**config.mk**
```make
export PLATFORM = sky130hd
export DESIGN_NAME = cfg_port_bridge
export DESIGN_NICKNAME = d
export VERILOG_FILES = /design/src/rtl/cfg_bridge_pkg.sv /design/src/rtl/cfg_rst_sync.sv /design/src/rtl/cfg_addr_reg.sv /design/src/rtl/cfg_lane_align.sv /design/src/rtl/cfg_txn_ctrl.sv /design/src/rtl/cfg_port_bridge.sv
export SDC_FILE = /design/constraint.sdc
export NUM_CORES = 1
export LEC_CHECK = 0
export BUFFER_PORTS_ARGS = -buffer_cell sky130_fd_sc_hd__buf_4
export CAP_MARGIN = 15
export CORE_MARGIN = 2
export CORE_UTILIZATION = 40
export DETAILED_ROUTE_END_ITERATION = 6
export PLACE_DENSITY = 0.63
export SLEW_MARGIN = 10
export SYNTH_ARGS = -nofsm -noshare
export SYNTH_HDL_FRONTEND = slang
export SYNTH_SLANG_ARGS = --single-unit
```
**constraint.sdc**
```tcl
create_clock -name clk -period 5.06 [get_ports clk]
set_clock_uncertainty 0.2 [all_clocks]
set_input_delay 1.012 -clock clk [delete_from_list [all_inputs] [get_ports clk]]
set_output_delay 1.012 -clock clk [all_outputs]
set_load 0.005 [all_outputs]
```
**src/rtl/cfg_bridge_pkg.sv**
```systemverilog
package cfg_bridge_pkg;

  localparam int DW      = 32;
  localparam int NBYTES  = DW / 8;
  localparam int LANE_W  = $clog2(NBYTES);
  localparam int SIZE_W  = LANE_W + 1;
  localparam int BDF_W   = 16;
  localparam int OFF_W   = 6;
  localparam int DEV_W   = 5;
  localparam int DEV_LSB = 11;

  typedef enum logic [1:0] {
    ST_IDLE = 2'd0,
    ST_REQ  = 2'd1,
    ST_DONE = 2'd2
  } txn_state_e;

  typedef enum logic [1:0] {
    PK_OTHER = 2'd0,
    PK_ADDR  = 2'd1,
    PK_DATA  = 2'd2
  } port_kind_e;

  typedef struct packed {
    logic              write;
    logic [BDF_W-1:0]  bdf;
    logic [OFF_W-1:0]  offset;
    logic [DW-1:0]     wdata;
    logic [NBYTES-1:0] be;
    logic [LANE_W-1:0] lane;
  } cfg_req_t;

endpackage

```
**src/rtl/cfg_rst_sync.sv**
```systemverilog
module cfg_rst_sync #(
  parameter int STAGES = 2
) (
  input  logic clk,
  input  logic rst_n,
  output logic rst_n_sync
);

  logic [STAGES-1:0] sync_q;

  always_ff @(posedge clk or negedge rst_n) begin
    if (!rst_n) sync_q <= '0;
    else        sync_q <= {sync_q[STAGES-2:0], 1'b1};
  end

  assign rst_n_sync = sync_q[STAGES-1];

endmodule

```
**src/rtl/cfg_addr_reg.sv**
```systemverilog
module cfg_addr_reg
  import cfg_bridge_pkg::*;
#(
  parameter logic [DW-1:0] RB_CLEAR = 32'h7F00_0003
) (
  input  logic             clk,
  input  logic             rst_n,
  input  logic             wr_en,
  input  logic [DW-1:0]    wdata,
  output logic             enabled,
  output logic [BDF_W-1:0] bdf,
  output logic [OFF_W-1:0] offset,
  output logic [DW-1:0]    readback
);

  logic [DW-1:0] addr_q;
  logic [DW-1:0] addr_d;

  always_comb begin
    addr_d = addr_q;
    if (wr_en) addr_d = wdata;
  end

  always_ff @(posedge clk or negedge rst_n) begin
    if (!rst_n)     addr_q <= '0;
    else if (wr_en) addr_q <= addr_d;
  end

  assign enabled  = addr_q[DW-1];
  assign bdf      = addr_q[8 +: BDF_W];
  assign offset   = addr_q[2 +: OFF_W];
  assign readback = addr_q & ~RB_CLEAR;

endmodule

```
**src/rtl/cfg_lane_align.sv**
```systemverilog
module cfg_lane_align
  import cfg_bridge_pkg::*;
(
  input  logic [LANE_W-1:0] wr_lane,
  input  logic [SIZE_W-1:0] wr_size,
  input  logic [DW-1:0]     wr_data,
  input  logic [LANE_W-1:0] rd_lane,
  input  logic [DW-1:0]     rd_data,
  output logic [DW-1:0]     wr_data_aligned,
  output logic [NBYTES-1:0] wr_be,
  output logic [DW-1:0]     rd_data_aligned
);

  localparam int SUM_W = SIZE_W + 1;

  logic [SUM_W-1:0] lo_idx;
  logic [SUM_W-1:0] hi_idx;

  assign lo_idx = SUM_W'(wr_lane);
  assign hi_idx = lo_idx + SUM_W'(wr_size);

  for (genvar g = 0; g < NBYTES; g++) begin : g_be
    localparam logic [SUM_W-1:0] IDX = SUM_W'(g);
    assign wr_be[g] = (IDX >= lo_idx) && (IDX < hi_idx);
  end

  assign wr_data_aligned = wr_data << {wr_lane, 3'b000};
  assign rd_data_aligned = rd_data >> {rd_lane, 3'b000};

endmodule

```
**src/rtl/cfg_txn_ctrl.sv**
```systemverilog
module cfg_txn_ctrl
  import cfg_bridge_pkg::*;
(
  input  logic          clk,
  input  logic          rst_n,
  input  logic          up_valid,
  input  logic          up_write,
  input  port_kind_e    up_kind,
  input  logic          cfg_enabled,
  input  logic [DW-1:0] addr_readback,
  input  logic          dn_ready,
  input  logic          dn_hit,
  input  logic          dn_write,
  input  logic [DW-1:0] dn_rdata_aligned,
  output logic          up_ready,
  output logic [DW-1:0] up_rdata,
  output logic          dn_valid,
  output logic          addr_wr_en,
  output logic          req_load
);

  localparam logic [DW-1:0] ALL_ONES = '1;

  txn_state_e    state_q, state_d;
  logic [DW-1:0] rdata_q, rdata_d;
  logic          rdata_en;

  always_comb begin
    state_d    = state_q;
    rdata_d    = rdata_q;
    rdata_en   = 1'b0;
    addr_wr_en = 1'b0;
    req_load   = 1'b0;
    case (state_q)
      ST_IDLE: begin
        if (up_valid) begin
          case (up_kind)
            PK_ADDR: begin
              addr_wr_en = up_write;
              rdata_d    = up_write ? ALL_ONES : addr_readback;
              rdata_en   = 1'b1;
              state_d    = ST_DONE;
            end
            PK_DATA: begin
              if (cfg_enabled) begin
                req_load = 1'b1;
                state_d  = ST_REQ;
              end else begin
                rdata_d  = ALL_ONES;
                rdata_en = 1'b1;
                state_d  = ST_DONE;
              end
            end
            default: begin
              rdata_d  = ALL_ONES;
              rdata_en = 1'b1;
              state_d  = ST_DONE;
            end
          endcase
        end
      end
      ST_REQ: begin
        if (dn_ready) begin
          rdata_d  = (dn_hit && !dn_write) ? dn_rdata_aligned : ALL_ONES;
          rdata_en = 1'b1;
          state_d  = ST_DONE;
        end
      end
      ST_DONE: state_d = ST_IDLE;
      default: state_d = ST_IDLE;
    endcase
  end

  always_ff @(posedge clk or negedge rst_n) begin
    if (!rst_n) state_q <= ST_IDLE;
    else        state_q <= state_d;
  end

  always_ff @(posedge clk or negedge rst_n) begin
    if (!rst_n)        rdata_q <= '0;
    else if (rdata_en) rdata_q <= rdata_d;
  end

  assign up_ready = (state_q == ST_DONE);
  assign dn_valid = (state_q == ST_REQ);
  assign up_rdata = rdata_q;

endmodule

```
**src/rtl/cfg_port_bridge.sv**
```systemverilog
module cfg_port_bridge
  import cfg_bridge_pkg::*;
#(
  parameter logic [15:0] ADDR_PORT = 16'h0CF8,
  parameter logic [15:0] DATA_PORT = 16'h0CFC
) (
  input  logic              clk,
  input  logic              rst_n,
  input  logic              io_valid,
  input  logic              io_write,
  input  logic [15:0]       io_port,
  input  logic [SIZE_W-1:0] io_size,
  input  logic [DW-1:0]     io_wdata,
  output logic              io_ready,
  output logic [DW-1:0]     io_rdata,
  output logic              cfg_req_valid,
  input  logic              cfg_req_ready,
  output logic              cfg_req_write,
  output logic [BDF_W-1:0]  cfg_req_bdf,
  output logic [DEV_W-1:0]  cfg_req_dev,
  output logic [OFF_W-1:0]  cfg_req_offset,
  output logic [DW-1:0]     cfg_req_wdata,
  output logic [NBYTES-1:0] cfg_req_be,
  input  logic              cfg_rsp_hit,
  input  logic [DW-1:0]     cfg_rsp_rdata
);

  logic              rst_n_int;
  logic              addr_wr_en;
  logic              cfg_enabled;
  logic [BDF_W-1:0]  addr_bdf;
  logic [OFF_W-1:0]  addr_off;
  logic [DW-1:0]     addr_rb;
  logic [DW-1:0]     wdata_al;
  logic [NBYTES-1:0] be_al;
  logic [DW-1:0]     rdata_al;
  logic              req_load;
  port_kind_e        kind;
  cfg_req_t          req_q, req_d;

  cfg_rst_sync #(.STAGES(2)) u_rst (
    .clk        (clk),
    .rst_n      (rst_n),
    .rst_n_sync (rst_n_int)
  );

  always_comb begin
    if (io_port == ADDR_PORT)
      kind = PK_ADDR;
    else if (io_port[15:LANE_W] == DATA_PORT[15:LANE_W])
      kind = PK_DATA;
    else
      kind = PK_OTHER;
  end

  cfg_addr_reg u_addr (
    .clk      (clk),
    .rst_n    (rst_n_int),
    .wr_en    (addr_wr_en),
    .wdata    (io_wdata),
    .enabled  (cfg_enabled),
    .bdf      (addr_bdf),
    .offset   (addr_off),
    .readback (addr_rb)
  );

  cfg_lane_align u_align (
    .wr_lane         (io_port[LANE_W-1:0]),
    .wr_size         (io_size),
    .wr_data         (io_wdata),
    .rd_lane         (req_q.lane),
    .rd_data         (cfg_rsp_rdata),
    .wr_data_aligned (wdata_al),
    .wr_be           (be_al),
    .rd_data_aligned (rdata_al)
  );

  always_comb begin
    req_d = req_q;
    if (req_load) begin
      req_d.write  = io_write;
      req_d.bdf    = addr_bdf;
      req_d.offset = addr_off;
      req_d.wdata  = io_write ? wdata_al : '0;
      req_d.be     = be_al;
      req_d.lane   = io_port[LANE_W-1:0];
    end
  end

  always_ff @(posedge clk or negedge rst_n_int) begin
    if (!rst_n_int)    req_q <= '0;
    else if (req_load) req_q <= req_d;
  end

  cfg_txn_ctrl u_ctrl (
    .clk              (clk),
    .rst_n            (rst_n_int),
    .up_valid         (io_valid),
    .up_write         (io_write),
    .up_kind          (kind),
    .cfg_enabled      (cfg_enabled),
    .addr_readback    (addr_rb),
    .dn_ready         (cfg_req_ready),
    .dn_hit           (cfg_rsp_hit),
    .dn_write         (req_q.write),
    .dn_rdata_aligned (rdata_al),
    .up_ready         (io_ready),
    .up_rdata         (io_rdata),
    .dn_valid         (cfg_req_valid),
    .addr_wr_en       (addr_wr_en),
    .req_load         (req_load)
  );

  assign cfg_req_write  = req_q.write;
  assign cfg_req_bdf    = req_q.bdf;
  assign cfg_req_dev    = req_q.bdf[DEV_LSB +: DEV_W];
  assign cfg_req_offset = req_q.offset;
  assign cfg_req_wdata  = req_q.wdata;
  assign cfg_req_be     = req_q.be;

endmodule

```
# Word level (Yosys, flattened, before mapping)
# Index checks and enable logic that the tools add are counted.
[word_totals]
output_inout_bits = 98
input_bits = 89
register_bits = 129
[op_classes]
shifts = 2
n_reduce_logical = 10
n_mux = 27
n_eq_ne = 9
addsub = 1
magnitude_cmp = 8
[op_table]
columns = ["op", "n"]
rows = [
  ["32-bit 2-to-1 mux", 6],
  ["32-bit case mux with 2 select lines", 2],
  ["32-bit by 5-bit left shift with 32-bit output", 1],
  ["32-bit by 5-bit right shift with 32-bit output", 1],
  ["16-bit by 12-bit == test with 1-bit output (second input constant)", 1],
  ["14-bit by 10-bit == test with 1-bit output (second input constant)", 1],
  ["2-bit 2-to-1 mux", 6],
  ["1-bit 2-to-1 mux", 11],
  ["1-bit by 4-bit less-than comparator with 1-bit output (first input constant)", 2],
  ["2-bit by 4-bit less-than comparator with 1-bit output (first input constant)", 2],
  ["1-bit logical AND", 5],
  ["5-bit AND reduction", 1],
  ["2-bit by 3-bit adder with 4-bit output", 1],
  ["2-bit by 1-bit == test with 1-bit output (second input constant)", 2],
  ["2-bit == test (second input constant)", 2],
  ["1-bit by 2-bit >= comparator with 1-bit output (first input constant)", 2],
  ["2-bit >= comparator (first input constant)", 2],
  ["2-bit case mux with 2 select lines", 1],
  ["3-bit inequality test (second input constant)", 1],
  ["2-bit logical NOT", 1],
  ["2-bit by 1-bit inequality test with 1-bit output (second input constant)", 1],
  ["2-bit inequality test (second input constant)", 1],
  ["1-bit case mux with 2 select lines", 1],
  ["2-bit AND reduction", 1],
  ["2 further kinds", 2],
]

# Longest topological paths before layout
[logic_depth]
ltp_word = 8
depth_mapped = 7

# Hierarchy
# A second synthesis with hierarchy kept.
[unflattened]
cells_unflattened = 725
hier_area_um2 = 7243.2
[modules_own_cells]
columns = ["module", "seq_area_each_um2", "cells_per_inst", "instances", "area_each_um2"]
rows = [
  ["cfg_port_bridge", 1526.5, 271, 1, 2896.5],
  ["cfg_txn_ctrl", 850.8, 192, 1, 1993.2],
  ["cfg_lane_align", 0.0, 178, 1, 1198.6],
  ["cfg_addr_reg", 575.6, 81, 1, 1101.1],
  ["cfg_rst_sync", 50.0, 3, 1, 53.8],
]

# Least setup slack after synthesis
# OpenSTA, ideal clock, no wires.
[synth_timing]
kind = "in2reg"
startpoint = "input port io_port[13]"
endpoint = "register u_addr.addr_q[10]"
arrival_time_ps = 2504
setup_ps = 125
path_buffers = 1
path_stages = 5
required_ps = 4735
setup_slack_ps = 2231
cell_sequence = "or3_1 nor4_4 nand4_4 buf_6 mux2_4"
[synth_via]
elab_chain_cells = 7
word_cells_on_any_way = 8
classes_between = "eq/ne: 3; mux: 5"
[synth_lines]
columns = ["element", "line_no", "text"]
rows = [
  ["start, declared", "cfg_port_bridge.sv:11", "input logic [15:0] io_port,"],
  ["14-bit by 10-bit == test with 1-bit output", "cfg_port_bridge.sv:50", "else if (io_port[15:LANE_W] == DATA_PORT[15:LANE_W])"],
  ["2-bit 2-to-1 mux", "cfg_port_bridge.sv:50", ""],
  ["2-bit 2-to-1 mux *", "cfg_port_bridge.sv:48", "if (io_port == ADDR_PORT)"],
  ["2-bit by 1-bit == test with 1-bit output *", "cfg_txn_ctrl.sv:37", "case (up_kind)"],
  ["1-bit 2-to-1 mux *", "cfg_txn_ctrl.sv:37", ""],
  ["1-bit 2-to-1 mux *", "cfg_txn_ctrl.sv:36", "if (up_valid) begin"],
  ["1-bit 2-to-1 mux *", "cfg_txn_ctrl.sv:34", "case (state_q)"],
  ["end signal, assigned", "cfg_addr_reg.sv:26", "else if (wr_en) addr_q <= addr_d;"],
  ["end, declared", "cfg_addr_reg.sv:16", "logic [DW-1:0] addr_q;"],
]
# Mark *: on every way between the ends. The rest lies on a longest branch, timed or not.
# A chain may end at the register's enable or synchronous reset.

# Worst setup path after layout
[layout_timing]
startpoint = "input port io_port[13]"
endpoint = "register u_ctrl.rdata_q[11], in the netlist u_ctrl.up_rdata[11]"
[layout_via]
elab_chain_cells = 8
word_cells_on_any_way = 14
classes_between = "eq/ne: 5; mux: 8; reduce/logical: 1"
[layout_lines]
columns = ["element", "line_no", "text"]
rows = [
  ["14-bit by 10-bit == test with 1-bit output", "cfg_port_bridge.sv:50", ""],
  ["2-bit 2-to-1 mux", "cfg_port_bridge.sv:50", ""],
  ["2-bit 2-to-1 mux *", "cfg_port_bridge.sv:48", ""],
  ["2-bit == test", "cfg_txn_ctrl.sv:37", ""],
  ["1-bit 2-to-1 mux", "cfg_txn_ctrl.sv:37", ""],
  ["1-bit 2-to-1 mux", "cfg_txn_ctrl.sv:36", ""],
  ["1-bit case mux with 2 select lines", "cfg_txn_ctrl.sv:34", ""],
  ["5-bit AND reduction (no source line)", "--", ""],
  ["end signal, assigned", "cfg_txn_ctrl.sv:81", "else if (rdata_en) rdata_q <= rdata_d;"],
  ["end, declared", "cfg_txn_ctrl.sv:25", "logic [DW-1:0] rdata_q, rdata_d;"],
]
# Mark *: on every way between the ends. The rest lies on a longest branch, timed or not. The select of a mux whose other input is x is not followed.

==> summary.md <==
| Metric | Value |
|---|---|
| Post-synthesis sequential area ratio | 0.4706 |
| Post_cts resized | 0 |
| Commonest non-fill, non-tap cell in the layout | buf_4 |
| Setup Fix Bufs, Post-CTS | 0 |
| Register area | 3007 µm² |
| Drt initial violations | 368 |
| WL final | 18470 µm |
| CTS tree | built |
| I/O Pins | 187 |
| Ys async rst share | 1.000 |
| Die W | 130.3 µm |
| Initial DRT Pass Iterations | 4 |
| Sink count of the clock tree | 120 |
| Endpoint class of the critical path | flip-flop |
| Hold Path Sink | u_rst.sync_q[1] |
| Post-synth EDFFs | 0 |
| Dpl hpwl | 13580 µm |
| Tmin final | 3.061 ns |
| GRT Total Usage | 0.2204 |
| Routed vias | 4989 |
| Post-Synthesis Cells | 600 |
| Pwr per Cell Area | 291.2 nW/µm² |
| Final Hold Vio Count | 0 |
| Hold path cells | 0 |
| Remaining DRCs | 0 |
| # nets final | 798 |
| Status | complete, no violations |
| Worst reg2reg path startpoint | u_ctrl.state_q[0] |
| Layout area overhead | 24.86% |
| Final design utilization | 0.5071 |
| Clock Tree Buf Depth | 2 |
| Crit start category | input port |
| Vert. Die Dim | 130.3 µm |
| Most frequent cells in the layout | buf_4 (188), dfrtp_1 (119), nand2_1 (81), o21ai_0 (72) |
| Area of the mapped netlist | 6381 µm² |
| Worst setup startpoint | io_port[13] |
| Core area | 15710 µm² |
| Yosys reg bits | 120 |
| Vias in the first global route | 4940 |
| Measured slew at the worst slew-check pin | 0.9801 ns |
| Antenna violations before repair | 0 |
| RSZ-0062 raised after global routing | false |
| Worst-case vdd ir drop | 0.2130 mV |
| Port Buffers | 186 |
| Hold crit path type | reg2reg |
| Main synth FF type | dfrtp_1 |
| CTS H-tree depth | 4 |
| Synth Net Count | 692 |
| Distinct cells, synth | 45 |
| Max-slew headroom | 0.3466 |
| Total CTS buffers | 17 |
| Routed WL per cell | 19.78 µm |
| CTS Root Cell | clkbuf_16 |
| Fillers | 1450 |
| Layout cells sized above 1 | 0.3942 |
| Die area | 16980 µm² |
| First-pass GRT wire length | 27720 µm |
| Grt ovf | 0 |
| Reg2Reg Setup Slack | 2.30 ns |
| DR vias/cell | 5.342 |
| Worst endpoint required time | 5.12 ns |
| Max Cap Viol | 0 |
| Setup Viol. Count Final | 0 |
| Setup TNS | 0 ns |
| Syn Area/Cell | 10.64 µm² |
| Hold-fix buffer count after cts | 0 |
| Synth warn | 0 |
| Critical Path AT | 3.12 ns |
| Critical path type | in2reg |
| Area of the multi-input gates | 2650 µm² |
| CP Max Fanout | 22 |
| Rows | 46 |
| Remaining antenna violation count after routing | 0 |
| Fmax | 326.7 MHz |
| Initial Utilization | 0.4061 |
| Max-slew violations | 0 |
| Clk_lat worst skew | 0.41 ns |
| Part of the cycle the worst path needs | 0.6049 |
| Largest net degree at the start of global routing | 98 |
| Hold Path Origin | u_rst.sync_q[0] |
| Reg2Reg Capture Point | u_ctrl.up_rdata[11] |
| RD Place Congestion | 0.8595 |
| Leakage | 0.003780 µW |
| Clock slew at reported path FFs | 0.05 ns |
| N_diodes | 0 |
| Worst reg2reg path depth | 5 |
==> flip-flops by register name, indices dropped and copies added (netlist names) <==
name and count:
cfg_req_wdata 32, u_ctrl.up_rdata 32, u_addr.addr_q 23, cfg_req_bdf 16, cfg_req_offset 6, cfg_req_be 4
req_q 2, u_ctrl.state_q 2, u_rst.sync_q 2, cfg_req_write 1
==> stage by stage <==
stage          power [µW]  setup WS [ns]  cells  hold WS [ns]  area, µm²
5_1_grt              2402          1.902    934        0.1528       7968
3_5_place_dp         1213          1.599    901        0.1364       7376
6_report             2320          1.999    934        0.1599       7968
3_3_place_gp         1208          1.677    901        0.1403       7376
4_1_cts              2336          2.029    932        0.1580       7925
2_1_floorplan        1094          1.269    600        0.1312       6381
==> power by group <==
group          leakage (µW)  internal (µW)  total (µW)  switching [µW]
combinational       0.00198            100         202             101
sequential          0.00153            976         995            19.4
clock              0.000271            705        1120             419
total               0.00378           1780        2320             540
==> Yosys cell counts, types with 2 or more instances <==
cell       number  area (µm²)
a211oi_1        8       60.06
a21oi_1        18       90.09
a2bb2oi_1      19       166.4
and2_1          2       12.51
buf_1           6       22.52
buf_2           9       45.04
buf_4          64       480.5
buf_6           7       78.83
clkbuf_1       17       63.81
dfrtp_1       120        3003
ha_1            2       25.02
inv_1          10       37.54
mux2_1          4       45.04
mux2_2         33       371.6
mux2_4         20       300.3
mux2i_1        33       330.3
nand2_1        81       304.0
nand2b_1        5       31.28
nand3_1         2       10.01
nor2_1          4       15.01
nor2b_1        10       62.56
nor3_1          3       15.01
nor4_1          2       12.51
o211ai_1        8       60.06
o21ai_0        72       360.4
o221ai_1        8       70.07
o22ai_1         6       37.54
o31ai_1        10       75.07
==> final cells by class <==
type,count,area share
clock buffer,22,0.05952
timing repair buffer,190,0.1825
multi-input combinational,367,0.3326
tap,216,0.03392
inverter,10,0.004711
sequential,120,0.3774
clock inverter,9,0.009422
==> layer usage <==
layer / routed length (µm) / global-route usage / vias up / share of wire
met3: 1433 / 0.05658 / 25 / 0.078
met1: 8023 / 0.2959 / 2470 / 0.43
met2: 8601 / 0.3449 / 217 / 0.47
met4: 413 / 0.08286 / 0 / 0.022
li1: - / - / 2277 / -
met5: 0 / 0 / - / 0
==> how the worst max path moves through the flow <==
stage | endpoint | depth (start not counted)
CTS | u_ctrl.up_rdata[11] | 6
finish | u_ctrl.up_rdata[11] | 6
floorplan | cfg_req_bdf[0] | 0
global placement | u_ctrl.up_rdata[31] | 6
detailed placement | u_ctrl.up_rdata[31] | 6
global route | u_ctrl.up_rdata[11] | 6
==> worst max-delay path, cell delays in order <==
cell and delay (ns):
buf_4 0.10, or3_1 0.43, nor4_4 0.44, a211o_2 0.46
inv_1 0.41, a2bb2oi_1 0.24
==> kinds of logic (layout without fill, tap and decap cells) <==
kind of cell,after synthesis,in the layout,share of synthesized area
compound gates,154,154,0.1522
fa+ha+maj,3,3,0.007058
buf+inv,113,231,0.1141
flops,120,120,0.4706
mux,90,90,0.1641
other cells,1,1,0.0005877
simple gates,119,119,0.09137
Note: power is estimated with default switching activity, not from simulation.
